<file path="config.mk">
export PLATFORM = sky130hd
export DESIGN_NAME = power_rail_sequencer
export DESIGN_NICKNAME = d
export VERILOG_FILES = /design/src/rtl/rseq_pkg.sv /design/src/rtl/rseq_cfg_regs.sv /design/src/rtl/rseq_en_sync.sv /design/src/rtl/rseq_rail_timer.sv /design/src/rtl/power_rail_sequencer.sv
export SDC_FILE = /design/constraint.sdc
export NUM_CORES = 1
export LEC_CHECK = 0
export BUFFER_PORTS_ARGS = -buffer_cell sky130_fd_sc_hd__buf_2
export CAP_MARGIN = 10
export CORE_AREA = 10 10 95 180
export DETAILED_ROUTE_END_ITERATION = 10
export DIE_AREA = 0 0 105 190
export GPL_TIMING_DRIVEN = 0
export PLACE_DENSITY = 0.76
export SYNTH_ARGS = -nofsm -noshare
export SYNTH_HDL_FRONTEND = slang
export SYNTH_SLANG_ARGS = --single-unit
</file>
<file path="constraint.sdc">
create_clock -name clk -period 8.2 [get_ports clk]
set_input_delay 0.41 -clock clk [delete_from_list [all_inputs] [get_ports clk]]
set_output_delay 0.41 -clock clk [all_outputs]
set_load 0.005 [all_outputs]
</file>
<file path="src/rtl/rseq_pkg.sv">
package rseq_pkg;
  localparam int unsigned N_RAILS = 4;
  localparam int unsigned CODE_W  = 3;
  localparam int unsigned UNIT_W  = 5;
  localparam int unsigned IDX_W   = $clog2(N_RAILS);
  localparam int unsigned ADDR_W  = IDX_W + 1;
  localparam int unsigned MAX_UNITS = 22;

  typedef logic [CODE_W-1:0] dly_code_t;
  typedef logic [UNIT_W-1:0] units_t;

  // default per rail, in half-millisecond steps
  function automatic units_t dflt_units(input logic [IDX_W-1:0] rail);
    case (rail)
      2'd0:    return units_t'(3);
      2'd1:    return units_t'(4);
      2'd2:    return units_t'(6);
      default: return units_t'(12);
    endcase
  endfunction

  function automatic units_t up_units(input dly_code_t c, input logic [IDX_W-1:0] rail);
    case (c)
      3'd0:    return units_t'(2);
      3'd1:    return units_t'(3);
      3'd2:    return units_t'(4);
      3'd3:    return units_t'(6);
      3'd4:    return units_t'(12);
      3'd5:    return units_t'(22);
      default: return dflt_units(rail);
    endcase
  endfunction

  function automatic units_t dn_units(input dly_code_t c, input logic [IDX_W-1:0] rail);
    case (c)
      3'd0:    return units_t'(0);
      3'd1:    return units_t'(1);
      3'd2:    return units_t'(2);
      3'd3:    return units_t'(4);
      3'd4:    return units_t'(10);
      3'd5:    return units_t'(20);
      default: return dflt_units(rail);
    endcase
  endfunction
endpackage

</file>
<file path="src/rtl/rseq_cfg_regs.sv">
module rseq_cfg_regs
  import rseq_pkg::*;
(
  input  logic                           clk,
  input  logic                           rst_n,
  input  logic                           cfg_we,
  input  logic [ADDR_W-1:0]              cfg_addr,
  input  logic [CODE_W-1:0]              cfg_data,
  output logic [N_RAILS-1:0][CODE_W-1:0] up_code,
  output logic [N_RAILS-1:0][CODE_W-1:0] dn_code
);
  localparam logic [CODE_W-1:0] RST_CODE = '1;

  for (genvar g = 0; g < N_RAILS; g++) begin : g_rail
    logic hit;
    assign hit = cfg_we && (cfg_addr[IDX_W-1:0] == IDX_W'(g));

    always_ff @(posedge clk or negedge rst_n) begin
      if (!rst_n) begin
        up_code[g] <= RST_CODE;
        dn_code[g] <= RST_CODE;
      end else if (hit) begin
        if (cfg_addr[ADDR_W-1]) dn_code[g] <= cfg_data;
        else                    up_code[g] <= cfg_data;
      end
    end
  end
endmodule

</file>
<file path="src/rtl/rseq_en_sync.sv">
module rseq_en_sync (
  input  logic clk,
  input  logic rst_n,
  input  logic en_in,
  output logic en_lvl,
  output logic en_new,
  output logic start
);
  logic s1, s2;

  always_ff @(posedge clk or negedge rst_n) begin
    if (!rst_n) begin
      s1     <= 1'b0;
      s2     <= 1'b0;
      en_lvl <= 1'b0;
    end else begin
      s1     <= en_in;
      s2     <= s1;
      en_lvl <= s2;
    end
  end

  assign en_new = s2;
  assign start  = s2 ^ en_lvl;
endmodule

</file>
<file path="src/rtl/rseq_rail_timer.sv">
module rseq_rail_timer
  import rseq_pkg::*;
#(
  parameter int unsigned RAIL_IDX = 0,
  parameter int unsigned TPH      = 1,
  parameter int unsigned CNT_W    = 8
) (
  input  logic              clk,
  input  logic              rst_n,
  input  logic              start,
  input  logic              target,
  input  logic [CODE_W-1:0] up_code,
  input  logic [CODE_W-1:0] dn_code,
  output logic              rail_out
);
  units_t           units;
  logic [CNT_W-1:0] ticks;
  logic [CNT_W-1:0] cnt;
  logic             active;
  logic             dir;

  always_comb begin
    units = target ? up_units(up_code, IDX_W'(RAIL_IDX))
                   : dn_units(dn_code, IDX_W'(RAIL_IDX));
    ticks = CNT_W'(units) * CNT_W'(TPH);
  end

  always_ff @(posedge clk or negedge rst_n) begin
    if (!rst_n) begin
      cnt      <= '0;
      active   <= 1'b0;
      dir      <= 1'b0;
      rail_out <= 1'b0;
    end else if (start) begin
      dir <= target;
      cnt <= ticks;
      active <= (rail_out != target);
    end else if (active) begin
      if (cnt == '0) begin
        rail_out <= dir;
        active   <= 1'b0;
      end else begin
        cnt <= cnt - 1'b1;
      end
    end
  end
endmodule

</file>
<file path="src/rtl/power_rail_sequencer.sv">
module power_rail_sequencer
  import rseq_pkg::*;
#(
  parameter int unsigned CLK_HZ = 2_000_000
) (
  input  logic               clk,
  input  logic               rst_n,
  input  logic               en_in,
  input  logic               cfg_we,
  input  logic [ADDR_W-1:0]  cfg_addr,
  input  logic [CODE_W-1:0]  cfg_data,
  output logic [N_RAILS-1:0] rail_en,
  output logic               seq_done
);
  localparam int unsigned TPH_RAW = CLK_HZ / 2000;
  localparam int unsigned TPH     = (TPH_RAW < 1) ? 1 : TPH_RAW;
  localparam int unsigned CNT_W   = $clog2(MAX_UNITS * TPH + 1);

  logic [N_RAILS-1:0][CODE_W-1:0] up_code;
  logic [N_RAILS-1:0][CODE_W-1:0] dn_code;
  logic en_lvl, en_new, start;

  rseq_cfg_regs u_regs (
    .clk(clk), .rst_n(rst_n), .cfg_we(cfg_we), .cfg_addr(cfg_addr),
    .cfg_data(cfg_data), .up_code(up_code), .dn_code(dn_code)
  );

  rseq_en_sync u_sync (
    .clk(clk), .rst_n(rst_n), .en_in(en_in),
    .en_lvl(en_lvl), .en_new(en_new), .start(start)
  );

  for (genvar g = 0; g < N_RAILS; g++) begin : g_timer
    rseq_rail_timer #(.RAIL_IDX(g), .TPH(TPH), .CNT_W(CNT_W)) u_tmr (
      .clk(clk), .rst_n(rst_n), .start(start), .target(en_new),
      .up_code(up_code[g]), .dn_code(dn_code[g]), .rail_out(rail_en[g])
    );
  end

  assign seq_done = (rail_en == {N_RAILS{en_lvl}});
endmodule

</file>
==> metrics.txt, run 1 <==
status=finished clean; share of layout cells above drive strength 1=10.8%; Tmin final=between 5 and 6 ns; initial antenna violation count=0; Final Hold Viols=0; post-route setup TNS=0 ns; Num CTS Buffers=9; CP arrival=5.73 ns; Die Width=105 microns; Min-Delay Endpoint=u_sync.s1$_DFF_PN0_; maxcap violations=0; reg2reg start=u_sync.en_new$_DFF_PN0_; CTS tree=yes; Power per Cell Area=about 370 nW/um^2; Post-layout nets=between 1000 and 1500; post-layout util=roughly 64%; clk_skew=0.0119 ns; ys flop type=dfrtp_1; Slew Limit Fails=0; Placement Setup Slack=2.78 ns; drt initial violations=slightly below 300; highest clock rate=approximately 180 MHz; Worst Reg2Reg Path Length in Cells=14; Worst R2R End=g_timer[3].u_tmr.cnt[13]$_DFFE_PN0P_; Critical Path Start=u_sync.en_new$_DFF_PN0_; # DRC=0; drt pass-1 iters=4; critical-path cell list=clkbuf_1 -> clkbuf_1 -> clkbuf_1 -> o22ai_1 -> fa_1 -> inv_1 -> fa_1 -> fa_1 -> inv_1 -> ha_1 -> a31o_2 -> o21ai_0 -> o22ai_1 -> a221oi_1; Total Wirelength=slightly below 20000 microns; Max VDD drop=202 uV; required time of the critical path=8.44 ns; unrepaired setup endpoints after global routing=false; port buffer count=14; Worst Min Path Start=en_in; hold crit path type=in -> reg; slowest stage delay, CP=0.72 ns; post-synthesis sequential area ratio=28.8%; Die H=190 microns; drt wl/cell=17.3 microns; final setup vio count=0; Yosys warnings=0; Final ANT Viol Nets=0; crit start category=flip-flop; dominant cell type by area after synthesis=dfrtp_1; post-CTS sizing=0; Hold Buf Count CTS=1; Synth top area share=21.3%; Cell Area, Placed=8780 sq um; vias in the first global route=7079; ANT cells=0; Setup CP Type=reg -> reg; via/cell ratio=5.93; max_slew headroom=22.0%; I/O pin total=15; initial core utilization=59.2%; actual slew at the worst max-slew pin=1.16 ns; CTS root buffer=clkbuf_16; Post-synth EDFFs=0; largest net degree at the start of global routing=73; Yosys reg bits=96; global placement routability congestion=a little over 0.9; H-tree depth=3; Setup crit end kind=flip-flop; post-CTS setup buffers=0; Pleak=4.10 nW; Worst-path clk slew=0.07 ns; DR vias=6736; synthesized net count=1051; final period utilization=66.9%; top cells by area, synth=dfrtp_1 21%, ha_1 13%, fa_1 9.5%; die area=20000 sq um; gr usage total=20.1%; final worst slack=about 2.7 ns; Critical Path Fanout Max=10; clock tree sinks=96; Bufs on Longest Clock Path=2; Cell Area, Synth=8440 sq um; R2R Setup Slk=approximately 2.7 ns; asr flop ratio synth=100%; Min-Delay Path Depth=1; Layout area overhead=7.37%; synthesized area per cell=a little over 9 sq um; Critical-path top delay cell=fa_1; total power draw=~3.4 mW; final instance area=9060 sq um; global-route wire length before repair=between 30000 and 40000 microns; post-synth cell types=66; DP HPWL=15200 microns; Congestion Overflow GR=0; # rows=62; Post-Syn Instances=912; core area=14300 sq um; insertion delay to the later sink of the worst-skew pair=0.35 ns
==> registers in the layout (all words and copies together) (netlist names) <==
signal                  count
u_regs.up_code             12
g_timer.u_tmr.rail_out      4
g_timer.u_tmr.active        4
g_timer.u_tmr.dir           1
u_regs.dn_code             12
g_timer.u_tmr.cnt          60
u_sync.s1                   1
u_sync.en_lvl               1
u_sync.en_new               1
==> layout make-up <==
cell class / instances / area, sq um
Multi-Input combinational cell: 698 / 5550
Fill cell: 1257 / 5210
Sequential cell: 96 / 2430
Inverter: 92 / 345
Tap cell: 192 / 240
Clock buffer: 10 / 229
Buffer: 26 / 115
Timing Repair Buffer: 16 / 110
Clock inverter: 6 / 42.5
==> cell usage after synthesis (all sizes together), types with 3 or more instances <==
library cell,number
nand2b,12
xor2,30
nor3,27
or4b,4
o2bb2ai,3
a22oi,3
buf,8
nor2,57
clkbuf,18
a21o,9
a31oi,10
nand4,8
nand3b,6
dfrtp,72
and3,6
nor2b,7
nand2,67
a221oi,3
mux2i,10
a21oi,53
o32ai,3
o21ai,46
o21a,6
fa,40
xnor2,36
ha,89
maj3,4
nor3b,6
nor4b,3
mux2,27
nor4,17
o211ai,8
o31ai,11
o22ai,4
or4,5
nand4b,4
nand3,26
inv,92
or3,11
dfstp,24
a211oi,9
or2,4
==> worst max-delay path by stage <==
stage,to,slack (ns),depth (start not counted)
2_1_floorplan,g_timer[3].u_tmr.cnt[13]$_DFFE_PN0P_,3.78,14
3_3_place_gp,g_timer[3].u_tmr.cnt[13]$_DFFE_PN0P_,2.85,15
3_5_place_dp,g_timer[3].u_tmr.cnt[13]$_DFFE_PN0P_,2.78,14
4_1_cts,g_timer[1].u_tmr.cnt[13]$_DFFE_PN0P_,2.70,15
5_1_grt,g_timer[1].u_tmr.cnt[13]$_DFFE_PN0P_,2.45,15
6_report,g_timer[3].u_tmr.cnt[13]$_DFFE_PN0P_,2.71,14
==> per-stage QoR <==
step,instances,hold slack (ns)
floorplan,912,0.114
global placement,1118,0.334
detailed placement,1119,0.335
CTS,1136,0.156
global route,1136,0.156
finish,1136,0.162
==> report_power, final <==
part | switching (mW) | internal [mW]
clock network | 0.195 | 0.207
logic | 1.21 | 0.920
registers | 0.175 | 0.656
total | 1.58 | 1.78
==> layout by cell type, fill, tap and decap left out, types with 8 or more instances in the layout <==
master | netlist | routed
fa_1 | 40 | 40
buf_2 | 2 | 15
nor2_1 | 57 | 57
a21o_1 | 9 | 9
clkbuf_16 | 0 | 9
nor4_1 | 17 | 17
a21oi_1 | 53 | 53
a211oi_1 | 9 | 9
o211ai_1 | 8 | 8
dfstp_2 | 24 | 24
nand2_1 | 67 | 67
or3_1 | 11 | 11
o21ai_0 | 45 | 45
nor3_1 | 25 | 25
xnor2_1 | 36 | 36
mux2_2 | 26 | 26
clkbuf_1 | 18 | 19
mux2i_1 | 10 | 10
inv_1 | 92 | 92
a31oi_1 | 10 | 10
dfrtp_1 | 72 | 72
nand2b_1 | 12 | 12
xor2_1 | 30 | 30
o31ai_1 | 11 | 11
ha_1 | 89 | 89
nand3_1 | 26 | 26
nand4_1 | 8 | 8
==> cell families (layout without fill, tap and decap cells) <==
family          Yosys count  in the layout  synth area share [%]
compound gates          186            186                  13.9
buf+inv                 118            150                  5.45
flops                    96             96                  28.8
xor+xnor                 66             66                  6.85
simple gates            276            276                  17.0
mux                      37             37                  4.79
fa+ha+maj               133            133                  23.1
==> critical path: cells and delay by family, from the launching register on <==
family	cells	cell delay, ns
compound gates	5	1.32
fa+ha+maj	4	2.15
buf+inv	5	1.48
flops	1	0.43
==> routing by layer <==
layer | vias up | track usage (%) | part of all wire, %
met5 | - | 0 | 0
met4 | 0 | 10.4 | 3.3
met3 | 46 | 2.20 | 3.2
met2 | 113 | 39.8 | 58
met1 | 3307 | 19.7 | 36
li1 | 3270 | - | -
(Power assumes the default switching activity.)
==> run 2: changes to the inputs <==
--- a/config.mk
+++ b/config.mk
@@ -7,11 +7,11 @@
 export LEC_CHECK = 0
 export BUFFER_PORTS_ARGS = -buffer_cell sky130_fd_sc_hd__buf_2
 export CAP_MARGIN = 10
-export CORE_AREA = 10 10 95 180
+export CORE_AREA = 10 10 96 183
 export DETAILED_ROUTE_END_ITERATION = 10
-export DIE_AREA = 0 0 105 190
+export DIE_AREA = 0 0 106 193
 export GPL_TIMING_DRIVEN = 0
-export PLACE_DENSITY = 0.76
+export PLACE_DENSITY = 0.77
 export SYNTH_ARGS = -nofsm -noshare
 export SYNTH_HDL_FRONTEND = slang
 export SYNTH_SLANG_ARGS = --single-unit
==> constraint.sdc (replaced) <==
create_clock -name clk -period 4.45 [get_ports clk]
set_input_delay 0.2225 -clock clk [delete_from_list [all_inputs] [get_ports clk]]
set_output_delay 0.2225 -clock clk [all_outputs]
set_load 0.005 [all_outputs]
==> metrics.txt, run 2 (synthesis gave the netlist of run 1 again) <==
commonest non-fill, non-tap cell in the layout=inv_1 (unchanged); max FFs per register=60 (unchanged); Congestion Overflow GR=0 (unchanged); total power draw=6.39 mW (was 3.36 mW); via/cell ratio=5.88 (was 5.93); Top Registers=g_timer.u_tmr.cnt x60, u_regs.dn_code x12, u_regs.up_code x12 (unchanged); Die Width=106 microns (was 105 microns); highest clock rate=232 MHz (was 182 MHz); # DRC=0 (unchanged); slowest stage delay, CP=0.60 ns (was 0.72 ns); maxcap violations=0 (unchanged); drt pass-1 iters=4 (unchanged); CTS root buffer=clkbuf_16 (unchanged); Final ANT Viol Nets=0 (unchanged); Max VDD drop=521 uV (was 202 uV); Setup crit end kind=flip-flop (unchanged); port buffer count=14 (unchanged); status=finished clean (unchanged); global-route wire length before repair=32200 microns (was 32900 microns); Critical Path Fanout Max=5 (was 10); drt initial violations=234 (was 298); global placement routability congestion=0.880 (was 0.907); clk_skew=0.0114 ns (was 0.0119 ns); drt wl/cell=16.6 microns (was 17.3 microns); gr usage total=18.9% (was 20.1%); Setup CP Type=reg -> reg (unchanged); Num CTS Buffers=9 (unchanged); final worst slack=0.132 ns (was 2.71 ns); CP arrival=4.52 ns (was 5.73 ns); I/O pin total=15 (unchanged); CTS tree=yes (unchanged); Die H=193 microns (was 190 microns); Worst-path clk slew=0.08 ns (was 0.07 ns); Layout area overhead=10.4% (was 7.37%); Placement Setup Slack=-0.943 ns (was 2.78 ns); actual slew at the worst max-slew pin=1.14 ns (was 1.16 ns); final setup vio count=0 (unchanged); H-tree depth=3 (unchanged); DR vias=6741 (was 6736); Power per Cell Area=686 nW/um^2 (was 371 nW/um^2); Total Wirelength=19100 microns (was 19700 microns); Slew Limit Fails=0 (unchanged); core area=14700 sq um (was 14300 sq um); largest net degree at the start of global routing=62 (was 73); required time of the critical path=4.65 ns (was 8.44 ns); ANT cells=0 (unchanged); Critical-path top delay cell=fa_2 (was fa_1); final period utilization=97.0% (was 66.9%); initial core utilization=57.6% (was 59.2%); Bufs on Longest Clock Path=2 (unchanged); die area=20500 sq um (was 20000 sq um); initial antenna violation count=0 (unchanged); most frequent cells in the layout=90 x inv_1, 88 x ha_1, 71 x dfrtp_1 (was 92 x inv_1, 89 x ha_1, 72 x dfrtp_1); critical-path cell list=nand2b_2 -> o32ai_4 -> inv_2 -> fa_2 -> inv_1 -> fa_1 -> fa_1 -> inv_1 -> ha_4 -> nand2_1 -> o211ai_1 -> a31oi_1 -> xnor2_1 -> o22ai_1 (was clkbuf_1 -> clkbuf_1 -> clkbuf_1 -> o22ai_1 -> fa_1 -> inv_1 -> fa_1 -> fa_1 -> inv_1 -> ha_1 -> a31o_2 -> o21ai_0 -> o22ai_1 -> a221oi_1); post-layout util=63.6% (was 63.5%); Largest Register=g_timer.u_tmr.cnt (unchanged); # rows=63 (was 62); Post-layout nets=1086 (was 1078); Tmin final=4.32 ns (was 5.49 ns); Final Hold Viols=0 (unchanged); clock tree sinks=96 (unchanged); DP HPWL=14400 microns (was 15200 microns); Pleak=4.19 nW (was 4.10 nW); insertion delay to the later sink of the worst-skew pair=0.35 ns (about the same); share of layout cells above drive strength 1=14.6% (was 10.8%); vias in the first global route=6805 (was 7079); crit start category=flip-flop (unchanged); hold crit path type=in -> reg (unchanged); max_slew headroom=23.3% (was 22.0%)
==> run 2: changes by cell type in the layout (fill, tap and decap cells not counted), moves of 3 or more <==
cell and delta:
buf_4 +10, clkbuf_1 -5, a21oi_1 -4, a21oi_2 +3, fa_1 -3, fa_2 +3
inv_8 +3
==> run 2: power breakdown <==
| part | total [mW] | switching, mW | internal [mW] |
|---|---|---|---|
| Clock | 0.774 | 0.382 | 0.393 |
| Sequential | 1.54 | 0.329 | 1.21 |
| Combinational | 4.08 | 2.29 | 1.79 |
| Total | 6.39 | 3.00 | 3.39 |
==> run 2: layout make-up <==
class	count	area, sq um
clock buffers	9	225
flip-flops and latches	96	2430
repair buffers	25	180
clock inverters	7	62.6
plain buffers	25	124
inverters	92	345
multi-input cells	698	5700
well taps	195	244
fillers	1228	5340
==> run 2: layer usage <==
layer	up-vias	part of all wire, %	wire, microns	global-route usage [%]
met3	33	2.6	501	2.46
met2	114	52	9960	33.9
met5	-	0	0	0
li1	3284	-	-	-
met4	0	2.2	410	6.13
met1	3310	43	8200	22.9
==> run 2: path summary, 6_finish.rpt <==
path / slack, ns / from / cells past startpoint / endpoint
max in group asynchronous: 3.38 / rst_n / 3 / u_regs.dn_code[0]$_DFFE_PN1P_
setup reg to reg: 0.13 / u_regs.dn_code[2]$_DFFE_PN1P_ / 14 / g_timer[0].u_tmr.cnt[14]$_DFFE_PN0P_
hold reg to reg: 0.35 / u_sync.s1$_DFF_PN0_ / 0 / u_sync.en_new$_DFF_PN0_
hold / removal: 0.17 / cfg_data[0] / 3 / u_regs.up_code[3]$_DFFE_PN1P_
setup / recovery: 0.13 / u_regs.dn_code[2]$_DFFE_PN1P_ / 14 / g_timer[0].u_tmr.cnt[14]$_DFFE_PN0P_
min in group asynchronous: 0.36 / rst_n / 2 / g_timer[1].u_tmr.cnt[5]$_DFFE_PN0P_
==> run 2: per-stage QoR <==
step / setup TNS [ns] / area [sq um] / std cells / hold slack [ns]
5_1_grt: -0.116 / 9320 / 1147 / 0.215
3_3_place_gp: -12.03 / 8760 / 1121 / 0.331
6_report: 0 / 9320 / 1147 / 0.166
3_5_place_dp: -13.98 / 8790 / 1122 / 0.207
2_1_floorplan: 0 / 8440 / 912 / -0.0731
4_1_cts: 0 / 9200 / 1141 / 0.162
==> run 2: timing repair <==
action / 4_1_cts / 5_1_grt
pin swaps: 1 / 6
endpoints found under the setup margin: 26 / 12
hold buffers: 2 / 0
resized for setup: 22 / 20
buffers inserted: 2 / 6
hold endpoints to repair: 13 / 0
==> run 2: worst max-delay path: cells and delay by family, from the launching register on <==
kind / cells / cell delay (ns)
adder cells (fa/ha/maj): 4 / 1.93
AO/OA/AOI/OAI: 4 / 0.89
flip-flops: 1 / 0.59
buffers and inverters: 3 / 0.27
XOR/XNOR: 1 / 0.26
AND/OR/NAND/NOR: 2 / 0.22
==> run 3: changes to the inputs <==
--- a/config.mk
+++ b/config.mk
@@ -5,11 +5,12 @@
 export SDC_FILE = /design/constraint.sdc
 export NUM_CORES = 1
 export LEC_CHECK = 0
+export ABC_AREA = 1
 export BUFFER_PORTS_ARGS = -buffer_cell sky130_fd_sc_hd__buf_2
 export CAP_MARGIN = 10
-export CORE_AREA = 10 10 96 183
+export CORE_AREA = 10 10 100 191
 export DETAILED_ROUTE_END_ITERATION = 10
-export DIE_AREA = 0 0 106 193
+export DIE_AREA = 0 0 110 201
 export GPL_TIMING_DRIVEN = 0
 export PLACE_DENSITY = 0.77
 export SYNTH_ARGS = -nofsm -noshare
==> metrics.txt, run 3 <==
top cells by area, synth=dfrtp_1 19%, nand2_1 16%, ha_1 12% (was dfrtp_1 21%, ha_1 13%, fa_1 9.5%); commonest non-fill, non-tap cell in the layout=nand2_1 (was inv_1); Yosys reg bits=96 (unchanged); max FFs per register=60 (unchanged); Top Registers=g_timer.u_tmr.cnt x60, u_regs.dn_code x12, u_regs.up_code x12 (unchanged); Cell Area, Placed=9620 sq um (was 8790 sq um); CTS root buffer=clkbuf_16 (unchanged); global-route wire length before repair=38500 microns (was 32200 microns); Post-layout nets=1517 (was 1086); drt pass-1 iters=5 (was 4); Critical-path top delay cell=fa_2 (unchanged); Post-synth EDFFs=0 (unchanged); dominant cell type by area after synthesis=dfrtp_1 (unchanged); Die Width=110 microns (was 106 microns); Layout area overhead=10.0% (was 10.4%); largest net degree at the start of global routing=52 (was 62); highest clock rate=237 MHz (was 232 MHz); ANT cells=0 (unchanged); Critical Path Start=u_sync.en_new$_DFF_PN0_ (was u_regs.dn_code[2]$_DFFE_PN1P_); via/cell ratio=5.38 (was 5.88); Worst Min Path Start=cfg_addr[2] (was cfg_data[0]); Cells after DPL=1555 (was 1122); Max VDD drop=343 uV (was 521 uV); Largest Register=g_timer.u_tmr.cnt (unchanged); critical-path cell list=buf_6 -> clkinv_4 -> buf_12 -> a21oi_1 -> nor2_2 -> inv_1 -> fa_2 -> inv_1 -> fa_1 -> fa_1 -> inv_1 -> ha_1 -> a21oi_1 -> nand2_1 -> or2_2 -> nand3_1 -> nand2_1 -> nand2_1 -> nand2_1 (was nand2b_2 -> o32ai_4 -> inv_2 -> fa_2 -> inv_1 -> fa_1 -> fa_1 -> inv_1 -> ha_4 -> nand2_1 -> o211ai_1 -> a31oi_1 -> xnor2_1 -> o22ai_1); Buf+Inv Stages, Crit Path=6 (was 3); CP most frequent cell=nand2_1; Pleak=5.54 nW (was 4.19 nW); Tmin final=4.23 ns (was 4.32 ns); port buffer count=14 (unchanged); # rows=66 (was 63); clk_skew=0.0106 ns (was 0.0114 ns); final period utilization=95.0% (was 97.0%); reg2reg start=u_sync.en_new$_DFF_PN0_ (was u_regs.dn_code[2]$_DFFE_PN1P_); DR vias=8543 (was 6741); hold crit path type=in -> reg (unchanged); total power draw=6.43 mW (was 6.39 mW); Die H=201 microns (was 193 microns); post-synthesis sequential area ratio=26.3% (was 28.8%); Bufs on Longest Clock Path=2 (unchanged); # DRC=0 (unchanged); initial core utilization=57.5% (was 57.6%); Power per Cell Area=631 nW/um^2 (was 686 nW/um^2); drt wl/cell=14.4 microns (was 16.6 microns); maxcap violations=0 (unchanged); share of layout cells above drive strength 1=9.54% (was 14.6%); Synth top cells by count=406 x nand2_1, 225 x inv_1, 130 x nand3_1, 124 x nor2_1, 89 x ha_1 (was 92 x inv_1, 89 x ha_1, 72 x dfrtp_1, 67 x nand2_1, 57 x nor2_1); Congestion Overflow GR=0 (unchanged); crit-path leading delay family=adder cells (unchanged); Synth top area share=19.4% (was 21.3%); fin cells=1587 (was 1147); initial antenna violation count=0 (unchanged); drt initial violations=534 (was 234); Setup crit end kind=flip-flop (unchanged); insertion delay to the later sink of the worst-skew pair=0.36 ns (was 0.35 ns); final setup vio count=0 (unchanged); most frequent cells in the layout=406 x nand2_1, 220 x inv_1, 130 x nand3_1 (was 90 x inv_1, 88 x ha_1, 71 x dfrtp_1); ys flop type=dfrtp_1 (unchanged); Final Hold Viols=0 (unchanged); status=finished clean (unchanged); synthesized net count=1475 (was 1051); CP arrival=4.47 ns (was 4.52 ns); global placement routability congestion=0.925 (was 0.880); most instantiated library cell after synthesis=nand2_1 (was inv_1); Cell Area, Synth=9270 sq um (was 8440 sq um); vias in the first global route=8299 (was 6805); crit start category=flip-flop (unchanged); max_slew headroom=51.7% (was 23.3%); Setup CP Type=reg -> reg (unchanged); actual slew at the worst max-slew pin=0.724 ns (was 1.14 ns); gr usage total=21.0% (was 18.9%); final instance area=10200 sq um (was 9320 sq um); Yosys warnings=0 (unchanged); Post-Syn Instances=1336 (was 912); clock tree sinks=96 (unchanged); Critical Path Fanout Max=10 (was 5); post-route setup TNS=0 ns (unchanged); Worst-path clk slew=0.07 ns (was 0.08 ns); Num CTS Buffers=9 (unchanged); Final ANT Viol Nets=0 (unchanged); worst hold slack=0.250 ns (was 0.166 ns); asr flop ratio synth=100% (unchanged); core area=16100 sq um (was 14700 sq um); post-synth cell types=43 (was 66); H-tree depth=3 (unchanged); slowest stage delay, CP=0.59 ns (was 0.60 ns); Total Wirelength=22900 microns (was 19100 microns); required time of the critical path=4.70 ns (was 4.65 ns); I/O pin total=15 (unchanged); DP HPWL=17200 microns (was 14400 microns); CTS tree=yes (unchanged); synthesized area per cell=6.93 sq um (was 9.26 sq um); Slew Limit Fails=0 (unchanged); die area=22100 sq um (was 20500 sq um)
[run 3: cell families (layout without fill, tap and decap cells)]
kind of cell / after synthesis / count (layout) / synth area share [%]
and+or+nand+nor: 707 / 707 / 31.8
buffers and inverters: 253 / 300 / 11.2
adders and majority gates: 129 / 129 / 20.7
AOI/OAI and AO/OA: 127 / 127 / 7.81
DFF: 96 / 96 / 26.3
xor gates and xnor gates: 24 / 24 / 2.27
[run 3: metal layers]
metal	wire (microns)	vias to the layer above	track usage, %
li1	-	4278	-
met1	9610	4001	26.2
met2	11600	213	35.2
met3	998	51	2.86
met4	627	0	8.13
met5	0	-	0
[run 3: worst min-delay path: cells and delay by family]
family          cells  cell delay, ns
simple gates        1            0.15
buf+inv             1            0.13
compound gates      1            0.10
[run 3: final timing paths]
check | depth (start not counted) | slack [ns] | end
min in group asynchronous | 2 | 0.40 | g_timer[3].u_tmr.cnt[11]$_DFFE_PN0P_
hold reg to reg | 0 | 0.35 | u_sync.en_new$_DFF_PN0_
hold / removal | 3 | 0.25 | u_regs.dn_code[10]$_DFFE_PN1P_
setup reg to reg | 19 | 0.22 | g_timer[0].u_tmr.cnt[10]$_DFFE_PN0P_
max in group asynchronous | 3 | 3.30 | u_regs.up_code[8]$_DFFE_PN1P_
setup / recovery | 19 | 0.22 | g_timer[0].u_tmr.cnt[10]$_DFFE_PN0P_
[run 3: final cells by class]
| type | instances | area [sq um] |
|---|---|---|
| Fill cell | 1410 | 5910 |
| Multi-Input combinational cell | 987 | 5900 |
| Sequential cell | 96 | 2430 |
| Inverter | 231 | 872 |
| Tap cell | 204 | 255 |
| Clock buffer | 10 | 229 |
| Timing Repair Buffer | 31 | 225 |
| Buffer | 22 | 183 |
| Clock inverter | 6 | 97.6 |
[run 3: metrics by stage]
step,setup WS (ns),utilization (%)
6_report,0.225,63.3
5_1_grt,-0.00484,63.3
4_1_cts,-0.0245,62.2
3_5_place_dp,-0.489,59.7
3_3_place_gp,-0.378,59.6
2_1_floorplan,0.272,-
[run 3: timing repair]
action,CTS,global route
hold buffers,2,0
gates resized for setup,13,25
setup endpoints to repair,21,20
pin swaps,1,3
endpoints found under the hold margin,28,0
buffers inserted,1,13
[run 3: where the power goes]
| group | switching, mW | total (mW) | internal, mW |
|---|---|---|---|
| clock | 0.382 | 0.885 | 0.503 |
| sequential | 0.326 | 1.52 | 1.20 |
| combinational | 2.47 | 4.02 | 1.56 |
| total | 3.18 | 6.43 | 3.26 |
